**src/rtl/fir_pkg.sv**
```systemverilog
package fir_pkg;
    typedef enum logic {
        MAP_BCAST = 1'b0,
        MAP_SHIFT = 1'b1
    } map_e;
endpackage

```
**src/rtl/fir_pe.sv**
```systemverilog
module fir_pe #(
    parameter int DATA_W = 8,
    parameter int ACC_W  = 18
) (
    input  logic signed [DATA_W-1:0] wt,
    input  logic signed [DATA_W-1:0] smp,
    input  logic signed [ACC_W-1:0]  part_in,
    output logic signed [ACC_W-1:0]  part_out
);
    localparam int PROD_W = 2 * DATA_W;

    logic signed [PROD_W-1:0] prod;

    always_comb begin
        prod     = wt * smp;
        part_out = part_in + ACC_W'(prod);
    end
endmodule

```
**src/rtl/fir_wt_bank.sv**
```systemverilog
module fir_wt_bank #(
    parameter int TAPS   = 3,
    parameter int DATA_W = 8,
    parameter int IDX_W  = 2
) (
    input  logic                         clk,
    input  logic                         rst_n,
    input  logic                         we,
    input  logic [IDX_W-1:0]             idx,
    input  logic [DATA_W-1:0]            data,
    output logic [TAPS-1:0][DATA_W-1:0]  wts
);
    localparam logic [IDX_W:0] NTAPS = (IDX_W + 1)'(TAPS);

    typedef struct packed {
        logic [TAPS-1:0][DATA_W-1:0] w;
    } bank_s;

    bank_s st_d, st_q;
    logic  idx_ok;

    always_comb begin
        idx_ok = ({1'b0, idx} < NTAPS);
        st_d   = st_q;
        if (we && idx_ok) begin
            st_d.w[idx] = data;
        end
    end

    always_ff @(posedge clk) begin
        if (!rst_n) st_q <= '0;
        else        st_q <= st_d;
    end

    assign wts = st_q.w;

    AST_WT_HOLD: assert property (@(posedge clk) disable iff (!rst_n)
        !we |=> $stable(wts));
    AST_WT_BAD_IDX: assert property (@(posedge clk) disable iff (!rst_n)
        (we && !idx_ok) |=> $stable(wts));
    AST_WT_WRITE: assert property (@(posedge clk) disable iff (!rst_n)
        (we && idx_ok) |=> (wts[$past(idx)] == $past(data)));
endmodule

```
**src/rtl/fir_bcast_array.sv**
```systemverilog
module fir_bcast_array #(
    parameter int TAPS   = 3,
    parameter int DATA_W = 8,
    parameter int ACC_W  = 18
) (
    input  logic                         clk,
    input  logic                         rst_n,
    input  logic                         clr,
    input  logic                         acc,
    input  logic [DATA_W-1:0]            smp,
    input  logic [TAPS-1:0][DATA_W-1:0]  wts,
    output logic                         res_vld,
    output logic [ACC_W-1:0]             res
);
    typedef struct packed {
        logic [TAPS-2:0][ACC_W-1:0] part;
        logic                       vld;
        logic [ACC_W-1:0]           y;
    } bc_s;

    bc_s st_d, st_q;

    logic signed [ACC_W-1:0] pin  [TAPS];
    logic signed [ACC_W-1:0] pout [TAPS];

    for (genvar k = 0; k < TAPS; k++) begin : g_pe
        if (k == TAPS - 1) begin : g_edge
            assign pin[k] = '0;
        end else begin : g_inner
            assign pin[k] = $signed(st_q.part[k]);
        end
        fir_pe #(.DATA_W(DATA_W), .ACC_W(ACC_W)) u_pe (
            .wt       ($signed(wts[k])),
            .smp      ($signed(smp)),
            .part_in  (pin[k]),
            .part_out (pout[k])
        );
    end

    always_comb begin
        st_d     = st_q;
        st_d.vld = acc;
        if (clr) begin
            st_d.part = '0;
        end else if (acc) begin
            for (int j = 0; j < TAPS - 1; j++) begin
                st_d.part[j] = pout[j+1];
            end
            st_d.y = pout[0];
        end
    end

    always_ff @(posedge clk) begin
        if (!rst_n) st_q <= '0;
        else        st_q <= st_d;
    end

    assign res_vld = st_q.vld;
    assign res     = st_q.y;

    AST_PART_HOLD: assert property (@(posedge clk) disable iff (!rst_n)
        (!acc && !clr) |=> $stable(st_q.part));
    AST_PART_CLEARED: assert property (@(posedge clk) disable iff (!rst_n)
        clr |=> (st_q.part == '0));
endmodule

```
**src/rtl/fir_shift_array.sv**
```systemverilog
module fir_shift_array #(
    parameter int TAPS   = 3,
    parameter int DATA_W = 8,
    parameter int ACC_W  = 18
) (
    input  logic                         clk,
    input  logic                         rst_n,
    input  logic                         clr,
    input  logic                         acc,
    input  logic [DATA_W-1:0]            smp,
    input  logic [TAPS-1:0][DATA_W-1:0]  wts,
    output logic                         res_vld,
    output logic [ACC_W-1:0]             res
);
    typedef struct packed {
        logic [TAPS-1:0][DATA_W-1:0] xs;
        logic                        stg_vld;
        logic                        vld;
        logic [ACC_W-1:0]            y;
    } sh_s;

    sh_s st_d, st_q;

    logic signed [ACC_W-1:0] pin  [TAPS];
    logic signed [ACC_W-1:0] pout [TAPS];

    for (genvar k = 0; k < TAPS; k++) begin : g_pe
        if (k == TAPS - 1) begin : g_edge
            assign pin[k] = '0;
        end else begin : g_inner
            assign pin[k] = pout[k+1];
        end
        fir_pe #(.DATA_W(DATA_W), .ACC_W(ACC_W)) u_pe (
            .wt       ($signed(wts[k])),
            .smp      ($signed(st_q.xs[k])),
            .part_in  (pin[k]),
            .part_out (pout[k])
        );
    end

    always_comb begin
        st_d         = st_q;
        st_d.stg_vld = acc;
        st_d.vld     = st_q.stg_vld;
        if (st_q.stg_vld) begin
            st_d.y = pout[0];
        end
        if (clr) begin
            st_d.xs = '0;
        end else if (acc) begin
            st_d.xs[0] = smp;
            for (int j = 1; j < TAPS; j++) begin
                st_d.xs[j] = st_q.xs[j-1];
            end
        end
    end

    always_ff @(posedge clk) begin
        if (!rst_n) st_q <= '0;
        else        st_q <= st_d;
    end

    assign res_vld = st_q.vld;
    assign res     = st_q.y;

    AST_SHIFT_HOLD: assert property (@(posedge clk) disable iff (!rst_n)
        (!acc && !clr) |=> $stable(st_q.xs));
    AST_SHIFT_MOVE: assert property (@(posedge clk) disable iff (!rst_n)
        acc |=> (st_q.xs[1] == $past(st_q.xs[0])));
endmodule

```
**src/rtl/fir3_systolic.sv**
```systemverilog
module fir3_systolic #(
    parameter fir_pkg::map_e MAPPING = fir_pkg::MAP_BCAST,
    parameter int TAPS   = 3,
    parameter int DATA_W = 8,
    parameter int IDX_W  = $clog2(TAPS),
    parameter int ACC_W  = 2 * DATA_W + $clog2(TAPS)
) (
    input  logic              clk,
    input  logic              rst_n,
    input  logic              wt_we,
    input  logic [IDX_W-1:0]  wt_idx,
    input  logic [DATA_W-1:0] wt_data,
    input  logic              in_valid,
    input  logic [DATA_W-1:0] in_sample,
    output logic              out_valid,
    output logic [ACC_W-1:0]  out_result
);
    localparam int BOUND = TAPS * (2 ** (2 * DATA_W - 2));

    logic                        acc;
    logic [TAPS-1:0][DATA_W-1:0] wts;

    assign acc = in_valid && !wt_we;

    fir_wt_bank #(.TAPS(TAPS), .DATA_W(DATA_W), .IDX_W(IDX_W)) u_bank (
        .clk   (clk),
        .rst_n (rst_n),
        .we    (wt_we),
        .idx   (wt_idx),
        .data  (wt_data),
        .wts   (wts)
    );

    if (MAPPING == fir_pkg::MAP_BCAST) begin : g_bcast
        fir_bcast_array #(.TAPS(TAPS), .DATA_W(DATA_W), .ACC_W(ACC_W)) u_arr (
            .clk     (clk),
            .rst_n   (rst_n),
            .clr     (wt_we),
            .acc     (acc),
            .smp     (in_sample),
            .wts     (wts),
            .res_vld (out_valid),
            .res     (out_result)
        );
        AST_LATENCY_ONE: assert property (@(posedge clk) disable iff (!rst_n)
            out_valid == $past(in_valid && !wt_we));
        AST_BLOCKED_SAMPLE: assert property (@(posedge clk) disable iff (!rst_n)
            wt_we |=> !out_valid);
    end else begin : g_shift
        fir_shift_array #(.TAPS(TAPS), .DATA_W(DATA_W), .ACC_W(ACC_W)) u_arr (
            .clk     (clk),
            .rst_n   (rst_n),
            .clr     (wt_we),
            .acc     (acc),
            .smp     (in_sample),
            .wts     (wts),
            .res_vld (out_valid),
            .res     (out_result)
        );
        AST_LATENCY_TWO: assert property (@(posedge clk) disable iff (!rst_n)
            out_valid == $past(in_valid && !wt_we, 2));
        AST_BLOCKED_SAMPLE: assert property (@(posedge clk) disable iff (!rst_n)
            wt_we |=> ##1 !out_valid);
    end

    AST_NO_OVERFLOW: assert property (@(posedge clk) disable iff (!rst_n)
        out_valid |-> ($signed(out_result) <= BOUND && $signed(out_result) >= -BOUND));
endmodule

```
**config.mk**
```make
export PLATFORM = sky130hd
export DESIGN_NAME = fir3_systolic
export DESIGN_NICKNAME = d
export VERILOG_FILES = /design/src/rtl/fir_pkg.sv /design/src/rtl/fir_pe.sv /design/src/rtl/fir_wt_bank.sv /design/src/rtl/fir_bcast_array.sv /design/src/rtl/fir_shift_array.sv /design/src/rtl/fir3_systolic.sv
export SDC_FILE = /design/constraint.sdc
export NUM_CORES = 1
export LEC_CHECK = 0
export BUFFER_PORTS_ARGS = -buffer_cell sky130_fd_sc_hd__buf_2
export CAP_MARGIN = 20
export CORE_UTILIZATION = 51
export CTS_BUF_LIST = sky130_fd_sc_hd__clkbuf_8
export DETAILED_ROUTE_END_ITERATION = 10
export GPL_TIMING_DRIVEN = 0
export PLACE_DENSITY_LB_ADDON = 0.08
export SYNTH_ARGS = -nofsm -noshare
export SYNTH_HDL_FRONTEND = slang
export SYNTH_HIERARCHICAL = 1
export SYNTH_SLANG_ARGS = --single-unit
```
**constraint.sdc**
```tcl
create_clock -name clk -period 6.9 [get_ports clk]
set_input_delay 0 -clock clk [delete_from_list [all_inputs] [get_ports clk]]
set_output_delay 0 -clock clk [all_outputs]
set_load 0.01 [all_outputs]
```
==> out/summary.txt, run 1 <==
CTS max path bufs: 2
worst skew pair latency: 0.38 ns
wire length on met3: 699 um
area grow syn2layout: 7.34%
worst setup margin: 1.21 ns
CTS Hold Bufs: 8
worst r2r src: u_bank/wts[7]$_SDFFE_PN0P_
1st-iter DRT viols: 379
Placement Setup Slack: 1.23 ns
Critical Path Sink: g_bcast.u_arr/res[16]$_SDFFE_PN0P_
M1 wire length: 12800 um
P_leak: 7.27 nW
clk sinks: 79
RSZ-0062 raised after global routing: no
GP Congestion: 0.809
Tcrit/Tclk final: 82.4%
Initial Utilization: 51.8%
DR DRC count: 0
Post-CTS Setup Inserts: 0
outcome: finished clean
mux share of post-synthesis cell area: 6.08%
cell row count: 58
synthesized instance count: 1333
Synth warnings: 6
initial antenna violation count: 0
post-synthesis cell area: 13000 sq um
dominant cell type by area after synthesis: fa_1
Final Hold Viols: 0
CP required: 7.21 ns
FMAX: 0.176 GHz
top cells by count, synth: inv_1, fa_1, nand2_1
CP Data Arrival Time: 6.00 ns
setup violators final: 0
sequential-to-total area share from yosys stat: 12.2%
Setup crit start: u_bank/wts[7]$_SDFFE_PN0P_
CTS resizes: 0
share of the synthesized area in the top cell type: 37.0%
met2 routed WL: 11400 um
ant diodes: 0
Synth Area in Compound Gates: 5.91%
CTS clk-pin slew, worst paths: 0.10 ns
NumNets Final: 1796
reg2reg path depth: 15
layout cell share with drive strength beyond 1: 6.58%
H-tree levels: 3
Crit. End Element: flop
Routed WL: 25100 um
Post-Synth Adder-Cell Area: 49.1%
Max-Slew Margin vs Limit: 51.0%
Via Count: 8722
grt total ovfl: 0
Worst Hold Class: in -> reg
xor/xnor cell area share of the yosys netlist: 3.57%
Non-Filler Instances: 1743
Slew @ Worst Pin: 0.726 ns
FF+latch count, synth: 79
Die Width: 162 um
largest net degree at the start of global routing: 25
WL/cell: 14.4 um
GRT Util Overall: 21.2%
first-pass GRT wire length: 43800 um
die area: 26100 sq um
PD cells: 163 nW/um^2
Cells after DPL: 1719
CTS root buffer: clkbuf_8
maximum VDD drop: 118 uV
drt first pass iters: 7
crit path launch type: flop
Port Buffers: 39
min Tclk post-route: 5.69 ns
EDFF count, synth: 0
chip height: 162 um
top-count cell post-synth: inv_1
vias in the first global route: 8703
TNS Setup: 0 ns
worst reg2reg endpoint: g_bcast.u_arr/res[16]$_SDFFE_PN0P_
CTS tree: built
final-layout fill cell count: 2371
Post-DP HPWL: 20800 um
simple-gate portion of the synthesized area: 13.6%
Synth Area per Inst: 9.75 sq um
total CTS buffers: 9
max-cap violations: 0
vias per inst: 5.00
Reg2Reg Setup Slack: 1.21 ns
DRT antenna net count: 0
worst-path fanout max: 11
top cells by area, synth: fa_1, dfxtp_1, ha_1, inv_1, mux2i_1
CP Class: reg -> reg
largest family of logic cells by synthesized area: adder cells
Fin Clk Skew: 0.0155 ns
IO Pins: 41
min-delay src: rst_n
final slew viol count: 0
Core Box Area: 25100 sq um
FFs w/ async S/R, synth: 0%
most common flop cell mapped by yosys: dfxtp_1
top routing layer used: met4
Distinct cells, synth: 62
==> worst max-delay path, stage by stage (launching register included) <==
cell and delay [ns]:
dfxtp_1 0.56, and2_1 0.58, inv_1 0.14, fa_1 0.54
inv_1 0.05, fa_1 0.51, fa_1 0.44, fa_1 0.57
fa_1 0.42, ha_1 0.33, a21oi_1 0.12, o21ai_1 0.28
nand2_1 0.15, o311ai_0 0.67, nand2_1 0.10, mux2i_1 0.15
==> state kept, by name, summed over array words and instances, names as in the netlist <==
| name | count |
|---|---|
| g_bcast.u_arr/pin | 36 |
| g_bcast.u_arr/res | 18 |
| g_bcast.u_arr/res_vld | 1 |
| u_bank/wts | 24 |
==> per-layer routing <==
| layer | GRT usage, % | up-vias |
|---|---|---|
| li1 | - | 4236 |
| met1 | 32.5 | 4364 |
| met2 | 32.2 | 105 |
| met3 | 2.43 | 17 |
| met4 | 4.20 | 0 |
| met5 | 0 | - |
==> power breakdown <==
group / total [mW] / internal (mW) / switching, mW / leakage (nW)
sequential: 0.511 / 0.482 / 0.0290 / 0.641
combinational: 1.39 / 0.636 / 0.756 / 6.53
clock: 0.372 / 0.171 / 0.201 / 0.104
total: 2.28 / 1.29 / 0.986 / 7.27
==> layout make-up <==
class                           instances  area [sq um]  share of cell area, %
Tap cell                              330           413                   2.96
Sequential cell                        79          1580                   11.3
Timing Repair Buffer                   47           275                   1.97
Inverter                              269          1010                   7.24
Clock inverter                          7          78.8                  0.565
Multi-Input combinational cell        973         10200                   73.4
Clock buffer                            9           124                  0.888
Buffer                                 29           231                   1.66
==> cell usage in the layout, fill, tap and decap left out, types with 11 or more instances in the layout <==
cell type	count
xor2_1	11
conb_1	18
fa_1	240
a21oi_1	17
nor2_1	63
nand2_1	147
o21ai_0	11
xnor2_1	42
mux2i_1	79
clkbuf_1	11
and2_1	104
buf_2	46
a21o_1	13
dfxtp_1	79
ha_1	126
nand2b_1	13
inv_1	266
==> logic make-up (layout without fill, tap and decap cells) <==
family                   count (synthesis)  count (layout)
adder cells (fa/ha/maj)                366             366
AO/OA/AOI/OAI                           98              98
AND/OR/NAND/NOR                        359             359
buffers and inverters                  298             361
flip-flops                              79              79
other                                    1              18
XOR/XNOR                                53              53
multiplexers                            79              79
==> through the flow <==
step	util, %	cell area [sq um]	hold slack (ns)	power, mW
detailed placement	54.4	13700	0.326	1.92
floorplan	-	13100	0.182	1.65
global placement	54.4	13700	0.328	1.90
global route	55.6	14000	0.0749	2.53
finish	55.6	14000	0.0573	2.28
CTS	55.6	14000	0.0418	2.31
==> worst min-delay path by stage <==
stage                             endpoint  slack, ns  cells past startpoint
2_1_floorplan   u_bank/wts[0]$_SDFFE_PN0P_       0.18                      2
3_3_place_gp   u_bank/wts[13]$_SDFFE_PN0P_       0.33                      3
3_5_place_dp   u_bank/wts[13]$_SDFFE_PN0P_       0.33                      3
4_1_cts         u_bank/wts[6]$_SDFFE_PN0P_       0.04                      3
5_1_grt        u_bank/wts[15]$_SDFFE_PN0P_       0.07                      3
6_report        u_bank/wts[6]$_SDFFE_PN0P_       0.06                      3
(Power assumes the default switching activity.)
==> run 2, diff against run 1 <==
==> constraint.sdc (replaced) <==
create_clock -name clk -period 5.1 [get_ports clk]
set_input_delay 0 -clock clk [delete_from_list [all_inputs] [get_ports clk]]
set_output_delay 0 -clock clk [all_outputs]
set_load 0.01 [all_outputs]
==> run 2 against run 1 <==
First-iteration DRC count grew 20%. Utilization grew 0.59 points. Combinational power grew 37%. Routed wire length grew 1.1%. Sequential share of layout area is essentially flat. Critical endpoint is now g_bcast.u_arr/pin[50]$_SDFFE_PP0P_. Critical path depth grew 3. Maximum frequency grew 17%. Highest routed layer unchanged. Non-clock buffer count grew 10. Clock power grew 35%. Worst setup slack lost 0.98 ns.
==> out/summary.txt, run 2 (synthesis results as in run 1) <==
H-tree levels: 3 (unchanged)
Tcrit/Tclk final: 95.4% (was 82.4%)
post-route cell area: 14100 sq um (was 14000 sq um)
worst-path fanout max: 9 (was 11)
Cells after DPL: 1719 (unchanged)
P_leak: 7.35 nW (was 7.27 nW)
Non-Filler Instances: 1753 (was 1743)
most frequent cells in the layout: inv_1, fa_1, nand2_1 (unchanged)
FMAX: 0.205 GHz (was 0.176 GHz)
DRT antenna net count: 0 (unchanged)
Via Count: 8776 (was 8722)
Max-Slew Margin vs Limit: 61.3% (was 51.0%)
NumNets Final: 1806 (was 1796)
initial antenna violation count: 0 (unchanged)
WL/cell: 14.5 um (was 14.4 um)
hold slack: 0.0599 ns (was 0.0573 ns)
CTS root buffer: clkbuf_8 (unchanged)
largest net degree at the start of global routing: 25 (unchanged)
outcome: finished clean (unchanged)
PD cells: 220 nW/um^2 (was 163 nW/um^2)
min Tclk post-route: 4.87 ns (was 5.69 ns)
total CTS buffers: 9 (unchanged)
die area: 26100 sq um (unchanged)
clk sinks: 79 (unchanged)
DR DRC count: 0 (unchanged)
final slew viol count: 0 (unchanged)
CTS max path bufs: 2 (unchanged)
Fin Clk Skew: 0.0153 ns (was 0.0155 ns)
Initial Utilization: 51.8% (unchanged)
cell row count: 58 (unchanged)
maximum VDD drop: 160 uV (was 118 uV)
CP Data Arrival Time: 5.13 ns (was 6.00 ns)
Crit. End Element: flop (unchanged)
final-layout fill cell count: 2368 (was 2371)
Worst Hold Class: in -> reg (unchanged)
vias in the first global route: 8731 (was 8703)
CTS tree: built (unchanged)
Multi-input gate area: 10300 sq um (was 10200 sq um)
IO Pins: 41 (unchanged)
Final Hold Viols: 0 (unchanged)
worst skew pair latency: 0.38 ns (about the same)
crit path launch type: flop (unchanged)
CP required: 5.37 ns (was 7.21 ns)
setup violators final: 0 (unchanged)
chip height: 162 um (unchanged)
area grow syn2layout: 8.48% (was 7.34%)
vias per inst: 5.01 (was 5.00)
max-cap violations: 0 (unchanged)
max reg flops: 36 (unchanged)
GP Congestion: 0.809 (unchanged)
commonest non-fill, non-tap cell in the layout: inv_1 (unchanged)
Post-DP Area: 13700 sq um (unchanged)
layout cell share with drive strength beyond 1: 9.07% (was 6.58%)
ant diodes: 0 (unchanged)
GRT Util Overall: 21.2% (about the same)
Die Width: 162 um (unchanged)
CP Class: reg -> reg (unchanged)
1st-iter DRT viols: 454 (was 379)
Port Buffers: 39 (unchanged)
first-pass GRT wire length: 43800 um (about the same)
CTS clk-pin slew, worst paths: 0.10 ns (about the same)
Post-DP HPWL: 20800 um (unchanged)
Routed WL: 25400 um (was 25100 um)
Slew @ Worst Pin: 0.581 ns (was 0.726 ns)
grt total ovfl: 0 (unchanged)
FF+latch area: 1600 sq um (was 1580 sq um)
Core Box Area: 25100 sq um (unchanged)
drt first pass iters: 5 (was 7)
==> run 2: cell count changes in the layout (fill, tap and decap cells not counted), sizes merged <==
cell	previous run	this run
buf	57	68
clkbuf	20	19
==> run 2: power breakdown <==
group / switching [mW] / leakage, nW / internal, mW / total [mW]
combinational: 1.03 / 6.60 / 0.877 / 1.91
sequential: 0.0396 / 0.646 / 0.652 / 0.692
clock: 0.272 / 0.104 / 0.231 / 0.504
==> run 2: per-layer routing <==
layer,track usage [%],wire length [um],vias to the layer above,part of all wire (%)
met5,0,0,-,0
met3,2.40,682,15,2.7
li1,-,-,4261,-
met2,32.5,11600,111,46
met1,32.5,12900,4389,51
met4,3.95,280,0,1.1
==> run 2: stage by stage <==
step | utilization (%) | setup WS (ns) | setup TNS, ns | power [mW]
4_1_cts | 55.6 | 0.0325 | 0 | 3.13
6_report | 56.2 | 0.233 | 0 | 3.10
5_1_grt | 56.2 | -0.00325 | -0.00325 | 3.45
3_3_place_gp | 54.4 | -0.529 | -4.16 | 2.57
2_1_floorplan | - | 0.221 | 0 | 2.23
3_5_place_dp | 54.4 | -0.570 | -5.29 | 2.60
==> run 2: final cells by class <==
type	count	share of cell area, %
flip-flops and latches	79	11.3
multi-input cells	973	73.0
plain buffers	28	1.61
clock inverters	7	0.559
well taps	330	2.93
inverters	269	7.16
repair buffers	58	2.54
clock buffers	9	0.878
==> run 2: final timing paths <==
path | from | endpoint | slack (ns) | cells after the start
worst min register to register | g_bcast.u_arr/res[10]$_SDFFE_PN0P_ | g_bcast.u_arr/res[10]$_SDFFE_PN0P_ | 0.46 | 2
worst max register to register | u_bank/wts[11]$_SDFFE_PN0P_ | g_bcast.u_arr/pin[50]$_SDFFE_PP0P_ | 0.23 | 18
worst min-delay path | rst_n | u_bank/wts[6]$_SDFFE_PN0P_ | 0.06 | 3
worst max-delay path | u_bank/wts[11]$_SDFFE_PN0P_ | g_bcast.u_arr/pin[50]$_SDFFE_PP0P_ | 0.23 | 18
==> run 2: critical path: stages (launching register included) <==
cell     delay, ns
dfxtp_1       0.57
nand2_1       0.12
fa_1          0.50
inv_1         0.05
fa_1          0.45
ha_1          0.29
inv_1         0.04
fa_1          0.48
inv_1         0.04
ha_1          0.27
ha_1          0.23
fa_1          0.46
a21o_1        0.19
a21oi_2       0.24
o21ai_2       0.15
nand4_1       0.11
or3b_1        0.37
mux2i_1       0.15
nor2_1        0.05
==> run 2: timing repair <==
action	CTS	global route
pin swaps	0	3
buffers inserted	0	11
hold endpoints to repair	24	0
hold buffers	8	0
endpoints found under the setup margin	24	16
resized for setup	12	20
==> run 3, diff against run 2 <==
==> constraint.sdc (replaced) <==
create_clock -name clk -period 4.03 [get_ports clk]
set_input_delay 0 -clock clk [delete_from_list [all_inputs] [get_ports clk]]
set_output_delay 0 -clock clk [all_outputs]
set_load 0.01 [all_outputs]
==> run 3 against run 2 <==
The flow now finishes with violations (negative setup slack). First-iteration DRC count rose by 13%. Routed wire length rose by 10%. Sequential power rose by 25%. Global-route usage rose by 1.5 points. Maximum frequency rose by 6.5%. Hold slack improved by 0.0027 ns. Critical path type unchanged. Critical endpoint is now g_bcast.u_arr/res[17]$_SDFFE_PN0P_. Largest cell class unchanged. Highest routed layer unchanged.
==> out/summary.txt, run 3 (synthesis results as in run 1) <==
initial antenna violation count: 0 (unchanged)
Max-Slew Margin vs Limit: 56.4% (was 61.3%)
WL/cell: 15.5 um (was 14.5 um)
IO Pins: 41 (unchanged)
chip height: 162 um (unchanged)
clock power share: 14.4% (was 16.2%)
drt first pass iters: 5 (unchanged)
reg2reg path depth: 15 (was 18)
switch share: 42.0% (was 43.3%)
CP Class: reg -> reg (unchanged)
CP max stage cell: fa_1 (was dfxtp_1)
H-tree levels: 3 (unchanged)
failing checks: negative setup slack
post-layout util: 63.3% (was 56.2%)
CTS max path bufs: 2 (unchanged)
worst-path fanout max: 9 (unchanged)
P_leak: 7.81 nW (was 7.35 nW)
layout cell share with drive strength beyond 1: 23.4% (was 9.07%)
total CTS buffers: 9 (unchanged)
GP Congestion: 0.801 (was 0.809)
vias per inst: 5.05 (was 5.01)
cell row count: 58 (unchanged)
CTS tree: built (unchanged)
Slew @ Worst Pin: 0.654 ns (was 0.581 ns)
clk sinks: 79 (unchanged)
1st-iter DRT viols: 513 (was 454)
FMAX: 0.219 GHz (was 0.205 GHz)
Via Count: 9138 (was 8776)
DRT antenna net count: 0 (unchanged)
Core Box Area: 25100 sq um (unchanged)
max reg flops: 36 (unchanged)
NetSw: 2.09 mW (was 1.34 mW)
post-route cell area: 15900 sq um (was 14100 sq um)
Final Power: 4.97 mW (was 3.10 mW)
cell count along the critical path: 15 (was 18)
most frequent cells in the layout: inv_1, fa_1, nand2_1 (unchanged)
crit path launch type: flop (unchanged)
Initial Utilization: 51.8% (unchanged)
worst setup margin: -0.539 ns (was 0.233 ns)
RSZ-0062 raised after global routing: yes
commonest non-fill, non-tap cell in the layout: inv_1 (unchanged)
CTS root buffer: clkbuf_8 (unchanged)
setup violators final: 31 (was 0)
Final Hold Viols: 0 (unchanged)
max-cap violations: 0 (unchanged)
final slew viol count: 0 (unchanged)
Post-DP HPWL: 21000 um (was 20800 um)
Tcrit/Tclk final: 113% (was 95.4%)
largest net degree at the start of global routing: 25 (unchanged)
ant diodes: 0 (unchanged)
worst r2r src: u_bank/wts[2]$_SDFFE_PN0P_ (was u_bank/wts[11]$_SDFFE_PN0P_)
Reg2Reg Setup Slack: -0.54 ns (was 0.23 ns)
Non-Filler Instances: 1811 (was 1753)
Top delay family on crit path: adder cells (unchanged)
Fin Clk Skew: 0.0125 ns (was 0.0153 ns)
Post-DP Area: 14000 sq um (was 13700 sq um)
Worst Hold Class: in -> reg (unchanged)
Comb pwr share: 68.2% (was 61.5%)
Routed WL: 28000 um (was 25400 um)
part of the power in registers: 17.4% (was 22.3%)
worst skew pair latency: 0.39 ns (was 0.38 ns)
CTS clk-pin slew, worst paths: 0.09 ns (was 0.10 ns)
CP required: 4.35 ns (was 5.37 ns)
buffers and inverters on the worst path: 1 (was 3)
die area: 26100 sq um (unchanged)
Top cell by count, worst path: fa_1 (unchanged)
first-pass GRT wire length: 46500 um (was 43800 um)
outcome: complete, but fails checks (was finished clean)
Critical Path Sink: g_bcast.u_arr/res[17]$_SDFFE_PN0P_ (was g_bcast.u_arr/pin[50]$_SDFFE_PP0P_)
vias in the first global route: 9244 (was 8731)
area grow syn2layout: 22.3% (was 8.48%)
Port Buffers: 39 (unchanged)
crit-path max cell delay: 0.55 ns (was 0.57 ns)
DR DRC count: 0 (unchanged)
CP Cell Sequence: nand2_1 > fa_1 > fa_1 > inv_1 > fa_1 > fa_1 > fa_2 > ha_4 > o21ai_2 > nor2_2 > o32a_4 > a31oi_4 > xnor2_2 > nand2_1 > mux2i_1 (was nand2_1 > fa_1 > inv_1 > fa_1 > ha_1 > inv_1 > fa_1 > inv_1 > ha_1 > ha_1 > fa_1 > a21o_1 > a21oi_2 > o21ai_2 > nand4_1 > or3b_1 > mux2i_1 > nor2_1)
CP Data Arrival Time: 4.89 ns (was 5.13 ns)
worst reg2reg endpoint: g_bcast.u_arr/res[17]$_SDFFE_PN0P_ (was g_bcast.u_arr/pin[50]$_SDFFE_PP0P_)
maximum VDD drop: 306 uV (was 160 uV)
min Tclk post-route: 4.57 ns (was 4.87 ns)
Die Width: 162 um (unchanged)
Setup crit start: u_bank/wts[2]$_SDFFE_PN0P_ (was u_bank/wts[11]$_SDFFE_PN0P_)
internal power: 2.88 mW (was 1.76 mW)
GRT Util Overall: 22.7% (was 21.2%)
NumNets Final: 1864 (was 1806)
Cells after DPL: 1719 (unchanged)
Crit. End Element: flop (unchanged)
PD cells: 312 nW/um^2 (was 220 nW/um^2)
grt total ovfl: 0 (unchanged)
==> run 3: power by group through the flow <==
stage	registers (mW)	clock network, mW	logic (mW)
2_1_floorplan	0.882	0	2.13
3_3_place_gp	0.891	0	2.57
3_5_place_dp	0.892	0	2.61
4_1_cts	0.865	0.750	3.01
5_1_grt	0.872	0.777	3.75
6_report	0.864	0.717	3.39
==> run 3: routing by layer <==
layer | global-route usage (%) | routed length [um] | vias up
met1 | 33.3 | 13200 | 4612
li1 | - | - | 4366
met3 | 3.32 | 1060 | 20
met5 | 0 | 0 | -
met4 | 4.25 | 272 | 0
met2 | 35.8 | 13400 | 140
==> run 3: final cells by class <==
class / instances / area [sq um]
Clock inverter: 7 / 103
Fill cell: 2125 / 9210
Multi-Input combinational cell: 973 / 11400
Inverter: 269 / 1010
Sequential cell: 79 / 1660
Tap cell: 330 / 413
Timing Repair Buffer: 120 / 955
Buffer: 24 / 205
Clock buffer: 9 / 124
==> run 3: per-stage QoR <==
stage | TNS, ns | setup WS, ns | hold slack [ns]
global placement | -19.94 | -1.07 | 0.337
CTS | -11.13 | -0.539 | 0.0424
finish | -11.56 | -0.539 | 0.0626
floorplan | -3.87 | -0.328 | 0.172
detailed placement | -21.00 | -1.16 | 0.334
global route | -16.21 | -0.744 | 0.0524
==> run 3: timing repair <==
item                                    CTS  global route
pin swaps                                67            91
gates resized for setup                 100            91
setup buffers                            56            17
endpoints found under the setup margin   32            33
gates cloned                              0             0
endpoints found under the hold margin    24             0
hold buffers                              8             0
==> run 3: worst min-delay path by stage <==
stage                                   to        from  slack, ns  cells after the start
3_5_place_dp   u_bank/wts[18]$_SDFFE_PN0P_  wt_data[2]       0.33                      3
4_1_cts        u_bank/wts[15]$_SDFFE_PN0P_       rst_n       0.04                      3
5_1_grt         u_bank/wts[7]$_SDFFE_PN0P_       rst_n       0.05                      3
6_report       u_bank/wts[23]$_SDFFE_PN0P_       rst_n       0.06                      3
2_1_floorplan   u_bank/wts[7]$_SDFFE_PN0P_  wt_data[7]       0.17                      2
3_3_place_gp    u_bank/wts[1]$_SDFFE_PN0P_  wt_data[1]       0.34                      3
==> run 3: worst reg2reg max path: stages, from the launching register on <==
cell and delay [ns]:
dfxtp_4 0.43, nand2_1 0.10, fa_1 0.54, fa_1 0.54
inv_1 0.05, fa_1 0.55, fa_1 0.43, fa_2 0.55
ha_4 0.21, o21ai_2 0.06, nor2_2 0.07, o32a_4 0.42
a31oi_4 0.17, xnor2_2 0.16, nand2_1 0.09, mux2i_1 0.12
